## src/rtl/can_txsel_pkg.sv

```systemverilog
package can_txsel_pkg;
  localparam int BASE_W = 11;
  localparam int EXT_W  = 18;
  localparam int KEY_W  = BASE_W + 1 + 1 + EXT_W + 1;

  typedef logic [KEY_W-1:0] arb_key_t;

  // Key laid out in wire order so that a lower value wins on the bus.
  function automatic arb_key_t make_key(input logic [BASE_W-1:0] b,
                                        input logic [EXT_W-1:0]  e,
                                        input logic              x,
                                        input logic              r);
    if (x) return {b, 1'b1, 1'b1, e, r};
    else   return {b, r, 1'b0, {EXT_W{1'b0}}, 1'b0};
  endfunction
endpackage

```

## src/rtl/txsel_key_gen.sv

```systemverilog
module txsel_key_gen
  import can_txsel_pkg::*;
#(
  parameter int NUM_MB = 32
) (
  input  logic [NUM_MB*BASE_W-1:0] base_id,
  input  logic [NUM_MB*EXT_W-1:0]  ext_id,
  input  logic [NUM_MB-1:0]        ide,
  input  logic [NUM_MB-1:0]        rtr,
  output arb_key_t                 keys [NUM_MB]
);
  for (genvar i = 0; i < NUM_MB; i++) begin : g_key
    assign keys[i] = make_key(base_id[i*BASE_W +: BASE_W],
                              ext_id[i*EXT_W +: EXT_W], ide[i], rtr[i]);
  end
endmodule

```

## src/rtl/txsel_id_arb.sv

```systemverilog
module txsel_id_arb
  import can_txsel_pkg::*;
#(
  parameter int NUM_MB = 32,
  localparam int IDX_W = $clog2(NUM_MB)
) (
  input  logic [NUM_MB-1:0] elig,
  input  arb_key_t          keys [NUM_MB],
  output logic              found,
  output logic [IDX_W-1:0]  idx
);
  arb_key_t best;

  // Ascending scan; "<=" lets a later (higher) mailbox take an equal key.
  always_comb begin
    found = 1'b0;
    best  = '1;
    idx   = '0;
    for (int i = 1; i < NUM_MB; i++) begin
      if (elig[i] && (!found || keys[i] <= best)) begin
        found = 1'b1;
        best  = keys[i];
        idx   = IDX_W'(i);
      end
    end
  end
endmodule

```

## src/rtl/txsel_num_arb.sv

```systemverilog
module txsel_num_arb #(
  parameter int NUM_MB = 32,
  localparam int IDX_W = $clog2(NUM_MB)
) (
  input  logic [NUM_MB-1:0] elig,
  output logic              found,
  output logic [IDX_W-1:0]  idx
);
  always_comb begin
    found = 1'b0;
    idx   = '0;
    for (int i = NUM_MB - 1; i >= 1; i--) begin
      if (elig[i] && !found) begin
        found = 1'b1;
        idx   = IDX_W'(i);
      end
    end
  end
endmodule

```

## src/rtl/can_tx_mbox_sel.sv

```systemverilog
module can_tx_mbox_sel
  import can_txsel_pkg::*;
#(
  parameter int NUM_MB = 32,
  localparam int IDX_W = $clog2(NUM_MB)
) (
  input  logic                     clk,
  input  logic                     rst,
  input  logic                     start,
  input  logic                     prio_by_mbox,
  input  logic [NUM_MB-1:0]        tx_pending,
  input  logic [NUM_MB-1:0]        tx_enable,
  input  logic [NUM_MB*BASE_W-1:0] base_id,
  input  logic [NUM_MB*EXT_W-1:0]  ext_id,
  input  logic [NUM_MB-1:0]        ide,
  input  logic [NUM_MB-1:0]        rtr,
  output logic                     sel_valid,
  output logic [IDX_W-1:0]         sel_index
);
  logic [NUM_MB-1:0] elig;
  arb_key_t          keys [NUM_MB];
  logic              id_found, num_found;
  logic [IDX_W-1:0]  id_idx, num_idx;

  assign elig = tx_pending & tx_enable & ~NUM_MB'(1);

  txsel_key_gen #(.NUM_MB(NUM_MB)) u_keys (
    .base_id(base_id), .ext_id(ext_id), .ide(ide), .rtr(rtr), .keys(keys));

  txsel_id_arb #(.NUM_MB(NUM_MB)) u_id_arb (
    .elig(elig), .keys(keys), .found(id_found), .idx(id_idx));

  txsel_num_arb #(.NUM_MB(NUM_MB)) u_num_arb (
    .elig(elig), .found(num_found), .idx(num_idx));

  always_ff @(posedge clk) begin
    if (rst) begin
      sel_valid <= 1'b0;
      sel_index <= '0;
    end else if (start) begin
      sel_valid <= prio_by_mbox ? num_found : id_found;
      sel_index <= prio_by_mbox ? num_idx   : id_idx;
    end
  end

  // Checker state: what the inputs looked like at the last edge.
  logic [NUM_MB-1:0] elig_d;
  logic              start_d, mode_d;
  always_ff @(posedge clk) begin
    if (rst) begin
      elig_d  <= '0;
      start_d <= 1'b0;
      mode_d  <= 1'b0;
    end else begin
      elig_d  <= elig;
      start_d <= start;
      mode_d  <= prio_by_mbox;
    end
  end


  hold_between_starts_chk: assert property (@(posedge clk) disable iff (rst)
    !start |=> ($stable(sel_valid) && $stable(sel_index)));


  winner_eligible_chk: assert property (@(posedge clk) disable iff (rst)
    (start_d && sel_valid) |-> (sel_index != '0 && elig_d[sel_index]));


  valid_matches_any_chk: assert property (@(posedge clk) disable iff (rst)
    start_d |-> (sel_valid == (elig_d != '0)));


  none_above_winner_chk: assert property (@(posedge clk) disable iff (rst)
    (start_d && mode_d && sel_valid) |-> ((elig_d >> sel_index) == NUM_MB'(1)));
endmodule

```

## config.mk

```make
export PLATFORM = sky130hd
export DESIGN_NAME = can_tx_mbox_sel
export DESIGN_NICKNAME = d
export VERILOG_FILES = /design/src/rtl/can_txsel_pkg.sv /design/src/rtl/txsel_key_gen.sv /design/src/rtl/txsel_id_arb.sv /design/src/rtl/txsel_num_arb.sv /design/src/rtl/can_tx_mbox_sel.sv
export SDC_FILE = /design/constraint.sdc
export NUM_CORES = 2
export LEC_CHECK = 0
export BUFFER_PORTS_ARGS = -buffer_cell sky130_fd_sc_hd__buf_2
export CORE_AREA = 8 8 405 407
export DETAILED_ROUTE_END_ITERATION = 16
export DIE_AREA = 0 0 413 415
export SYNTH_ARGS = -nofsm -noshare
export SYNTH_HDL_FRONTEND = slang
export SYNTH_HIERARCHICAL = 1
export SYNTH_SLANG_ARGS = --single-unit
```

## constraint.sdc

```tcl
create_clock -name clk -period 101.1 [get_ports clk]
set_input_delay 5.055 -clock clk [delete_from_list [all_inputs] [get_ports clk]]
set_output_delay 5.055 -clock clk [all_outputs]
set_load 0.005 [all_outputs]
```

* Yosys cells after proc, flatten, opt, wreduce, memory -nomap -nowiden *
Index checks and enable logic that the tools add are counted.

storage, ports and cells
  flip-flop bits (word level) = 6
  input bits = 1060
  output and inout bits = 6
  word-level logic and storage cells = 370

cells by class
  $lt $le $gt $ge = 30
  mux-type cells = 187
  bitwise operators = 1
  reductions and logical operators = 150

operators by type and width
  kind                  number
  32-bit <= comparator  30
  32-bit 2-to-1 mux     30
  21-bit 2-to-1 mux     31
  5-bit 2-to-1 mux      48
  1-bit 2-to-1 mux      64
  1-bit logical AND     60
  1-bit logical NOT     60
  32-bit bitwise AND    1
  4-bit 2-to-1 mux      8
  1-bit logical OR      30
  3-bit 2-to-1 mux      4
  2-bit 2-to-1 mux      2

* Depth between registers and ports, before layout *
  depth after elaboration = 123
  mapped depth = 565
  depth with buffers taken out = 525

* By module *
Netlist, hierarchy kept.

modules (own cells, without submodules)
  module           times used  cells each  area an instance (µm²)  seq. area each (µm²)
  txsel_id_arb     1           5556        37952.6                 0.0
  txsel_key_gen    1           1088        7767.4                  0.0
  can_tx_mbox_sel  1           58          464.2                   120.1
  txsel_num_arb    1           65          461.7                   0.0

* Least setup slack after synthesis *
OpenSTA, ideal clock, no wires.

  path type = input to register
  from = input port tx_pending[1]
  to = register sel_index[4]
  setup time = 0.086 ns
  arrival = 89.643 ns
  required time = 101.014 ns
  slack = 11.372 ns
  cell stages on the path = 535
  path buffers = 40
  cells stage by stage = and2_1 -> clkbuf_1 -> clkbuf_1 -> nor2b_1 -> ha_1 -> nand3_1 -> or4_1 -> or3_1 -> a31o_1 -> and3_1 -> o21ai_1 -> clkbuf_1 -> nor2_1 -> a21oi_1 -> inv_1 -> ha_1 -> nor2b_1 -> or4_1 -> [... 499 more ...] -> nand2b_1 -> a21oi_1 -> nor2b_1 -> o21ai_0 -> nand2b_1 -> a21oi_1 -> nor2b_1 -> o21ai_0 -> o211ai_1 -> a21oi_1 -> a31oi_1 -> o21ai_0 -> nand2_1 -> nand2_1 -> nor3_1 -> nand3_1 -> mux2i_1 -> a211oi_1

between the ends
  longest elaborated chain between the ends = 123
  elaborated cells between the ends (all ways) = 200
  those cells by class = order compare (30); mux (78); bitwise (1); reduce/logical (91)

RTL lines
  element                                                           RTL line               RTL
  from (decl)                                                       can_tx_mbox_sel.sv:11  input logic [NUM_MB-1:0] tx_pending,
  32-bit bitwise AND (*)                                            can_tx_mbox_sel.sv:25  assign elig = tx_pending & tx_enable & ~NUM_MB'(1);
  32-bit 2-to-1 mux / 1-bit 2-to-1 mux (equally long branches)      txsel_id_arb.sv:20     if (elig[i] && (!found || keys[i] <= best)) begin
  32-bit <= comparator / 1-bit logical NOT (equally long branches)  txsel_id_arb.sv:20
  1-bit logical OR                                                  txsel_id_arb.sv:20
  1-bit logical AND                                                 txsel_id_arb.sv:20
  32-bit 2-to-1 mux / 1-bit 2-to-1 mux (equally long branches)      txsel_id_arb.sv:20
  32-bit <= comparator / 1-bit logical NOT (equally long branches)  txsel_id_arb.sv:20
  1-bit logical OR                                                  txsel_id_arb.sv:20
  [... 108 more ...]                                                n/a
  1-bit logical AND                                                 txsel_id_arb.sv:20
  32-bit 2-to-1 mux / 1-bit 2-to-1 mux (equally long branches)      txsel_id_arb.sv:20
  32-bit <= comparator / 1-bit logical NOT (equally long branches)  txsel_id_arb.sv:20
  1-bit logical OR                                                  txsel_id_arb.sv:20
  1-bit logical AND                                                 txsel_id_arb.sv:20
  5-bit 2-to-1 mux (*)                                              txsel_id_arb.sv:20
  via id_idx[4]                                                     can_tx_mbox_sel.sv:23  logic [IDX_W-1:0] id_idx, num_idx;
  5-bit 2-to-1 mux (*)                                              can_tx_mbox_sel.sv:42  sel_index <= prio_by_mbox ? num_idx : id_idx;
  to (signal assigned)                                              can_tx_mbox_sel.sv:42
  to (decl)                                                         can_tx_mbox_sel.sv:18  output logic [IDX_W-1:0] sel_index

Mark *: on every way through the listed nets, which the timed path passes. The rest lies on a longest branch.
A chain may end at the register's enable or synchronous reset.

* Worst setup path after layout *
  from = input port tx_pending[1]
  to = register sel_index[2]

between the ends
  longest elaborated chain between the ends = 123
  elaborated cells between the ends (all ways) = 212
  those cells by class = order compare (30); mux (90); bitwise (1); reduce/logical (91)

RTL lines
  element                                                           RTL line               RTL
  32-bit bitwise AND (*)                                            can_tx_mbox_sel.sv:25
  via elig[1]                                                       can_tx_mbox_sel.sv:20  logic [NUM_MB-1:0] elig;
  32-bit 2-to-1 mux / 1-bit 2-to-1 mux (equally long branches)      txsel_id_arb.sv:20
  32-bit <= comparator / 1-bit logical NOT (equally long branches)  txsel_id_arb.sv:20
  1-bit logical OR                                                  txsel_id_arb.sv:20
  1-bit logical AND                                                 txsel_id_arb.sv:20
  32-bit 2-to-1 mux / 1-bit 2-to-1 mux (equally long branches)      txsel_id_arb.sv:20
  32-bit <= comparator / 1-bit logical NOT (equally long branches)  txsel_id_arb.sv:20
  [... 109 more ...]                                                n/a
  1-bit logical AND                                                 txsel_id_arb.sv:20
  32-bit 2-to-1 mux / 1-bit 2-to-1 mux (equally long branches)      txsel_id_arb.sv:20
  32-bit <= comparator / 1-bit logical NOT (equally long branches)  txsel_id_arb.sv:20
  1-bit logical OR                                                  txsel_id_arb.sv:20
  1-bit logical AND                                                 txsel_id_arb.sv:20
  5-bit 2-to-1 mux (*)                                              txsel_id_arb.sv:20
  via id_idx[2]                                                     can_tx_mbox_sel.sv:23
  5-bit 2-to-1 mux (*)                                              can_tx_mbox_sel.sv:42

Marked as above.

==> impl_metrics.json <==
{
  "status": "finished clean",
  "final_cells": 10300,
  "grt.overflow.total": 0,
  "initial_utilization_pct": 29.5,
  "holdCritStartpoint": "sel_index[2]$_SDFFE_PP0P_",
  "report.final.hold_viol_count": 0,
  "wl_microns": 240000,
  "internal_power_w": 0.00130,
  "gp_congestion": 0.991,
  "antenna_found_initial": 166,
  "finalSetupViolations": 0,
  "grt_pass1_wl_microns": 337000,
  "crit_type": "input pin to flip-flop",
  "clock_skew_ns": 0,
  "grt_pass1_vias": 51400,
  "min_to": "sel_index[2]$_SDFFE_PP0P_",
  "switchingPower_w": 0.00140,
  "max_cap_violations": 0,
  "whs_ns": 0.486,
  "fillers": 17000,
  "area_delta_synth_final_pct": 26.6,
  "synthCells": 6732,
  "mostFrequentLayoutCells": "1031 x buf_2, 941 x buf_4, 932 x ha_1",
  "post-place-cells": 10200,
  "dr.pass1.iters": 8,
  "dp_worst_setup_slack_ns": 0.356,
  "final_common_cell": "buf_2",
  "drc": 0,
  "drt_iter0_drc": 3736,
  "synth_fp_nets": 8724,
  "crit_path_max_fanout": 32,
  "antenna_left": 0,
  "crit_path_top_delay_cell": "or4b_2",
  "critPathRequiredTime_ns": 101.21,
  "r2r_setup_slack_ns": 100.42,
  "r2r_end": "sel_index[0]$_SDFFE_PP0P_",
  "clkSinkCount": 6,
  "arrival_ns": 95.70,
  "hold_depth": 2,
  "cp_slowest_stage_delay_ns": 0.67,
  "dpl.hpwl_microns": 216000,
  "cts_htree_levels": 1,
  "cts_tree": "yes",
  "hp-class": "flip-flop to flip-flop",
  "grtUsageTotal_pct": 25.9,
  "via_per_inst": 5.12,
  "fp.dieW_microns": 413,
  "clkTransAtPathRegs_ns": 0.03,
  "routed-via-count": 52600,
  "grt_max_degree": 64,
  "ios": 1066,
  "slew_headroom_pct": 31.0,
  "path_common_cell": "o21ai_0",
  "post_drt_wl_per_cell_microns": 23.3,
  "cp-start-kind": "input pin",
  "clk_path_buf_depth": 2,
  "root_buffer": "clkbuf_16",
  "tightest_slew_ns": 1.04,
  "swShare_pct": 51.8,
  "ff2ff_path_depth": 2,
  "die_h_microns": 415,
  "p_leak_nw": 31.5,
  "insertion_delay_ns": 0.23,
  "yosysWarningCount": 6,
  "multi_input_area_sq_mm": 0.0397,
  "core_area_sq_mm": 0.157,
  "clock.fmax_ghz": 0.0105,
  "finalMaxSlewViolations": 0,
  "fp-row-count": 146,
  "syn-cell-area_sq_mm": 0.0464,
  "pwr-share-comb_pct": 99.6,
  "die-area_sq_mm": 0.171,
  "nets": 10100,
  "avgSynthCellArea_sq_um": 6.89,
  "finalCritPeriodShare_pct": 94.6,
  "portBuffers": 1032,
  "seqCellArea_sq_um": 120,
  "drive_above_1_share_pct": 34.2,
  "fin_ws_ns": 5.51,
  "cts_buffers": 3,
  "finalCriticalPeriod_ns": 95.59,
  "utilization_pct": 37.3,
  "cp-end-kind": "flip-flop",
  "p_seq_share_pct": 0.1,
  "power.density_mw_per_mm2": 46.0,
  "p_clk_share_pct": 0.2,
  "cts-hold-fix-buffers": 0,
  "regToRegStartpoint": "sel_index[0]$_SDFFE_PP0P_",
  "vdd_drop_max_v": 0.0000325
}
==> power by group through the flow <==
stage / combinational (W) / clock [W] / sequential [W]
floorplan: 0.00141 / 0 / 0.00000375
global placement: 0.00257 / 0 / 0.00000365
detailed placement: 0.00260 / 0 / 0.00000366
CTS: 0.00262 / 0.00000669 / 0.00000364
global route: 0.00296 / 0.00000673 / 0.00000373
finish: 0.00269 / 0.00000664 / 0.00000365
==> layout make-up <==
cell class / count / share of cell area (%)
Multi-Input combinational cell: 5257 / 67.6
Timing Repair Buffer: 2005 / 21.9
Antenna cell: 57 / 0.243
Tap cell: 2072 / 4.41
Clock buffer: 3 / 0.128
Inverter: 868 / 5.55
Sequential cell: 6 / 0.204
==> metal layers <==
layer  track usage, %  up-vias  routed length, microns
li1                 -    25800                       -
met1             32.1    24400                   99900
met2             45.2     1906                  113000
met3             4.35      448                   16500
met4             8.52       40                    9780
met5                0        -                     269
==> flip-flops by register name, indices dropped and copies added, names as in the netlist <==
signal,cells
sel_index,5
sel_valid,1
==> worst max path at each step <==
stage,from,endpoint,depth (start not counted)
6_report,tx_pending[1],sel_index[2]$_SDFFE_PP0P_,523
5_1_grt,tx_pending[1],sel_index[4]$_SDFFE_PP0P_,551
4_1_cts,tx_pending[1],sel_index[3]$_SDFFE_PP0P_,534
3_5_place_dp,tx_pending[1],sel_index[3]$_SDFFE_PP0P_,533
3_3_place_gp,tx_pending[1],sel_index[3]$_SDFFE_PP0P_,524
2_1_floorplan,tx_pending[1],sel_index[4]$_SDFFE_PP0P_,535
==> through the flow <==
stage	setup TNS (ns)	cell area, sq um	total power [W]
2_1_floorplan	0	46400	0.00142
3_3_place_gp	0	57600	0.00258
3_5_place_dp	0	57600	0.00261
4_1_cts	0	57600	0.00263
5_1_grt	-1.04	58700	0.00297
6_report	0	58700	0.00270
==> worst max-delay path, delay by kind of cell <==
kind	cells	cell delay (ns)
AO/OA/AOI/OAI	226	39.61
AND/OR/NAND/NOR	154	23.23
buffers and inverters	96	14.36
adder cells (fa/ha/maj)	30	8.32
multiplexers	17	4.72
==> what timing repair did <==
| action | CTS | global route |
|---|---|---|
| setup buffers | 0 | 21 |
| gates resized for setup | 0 | 161 |
| setup endpoints to repair | 0 | 5 |
No activity file was read; power rests on OpenSTA's default activity.
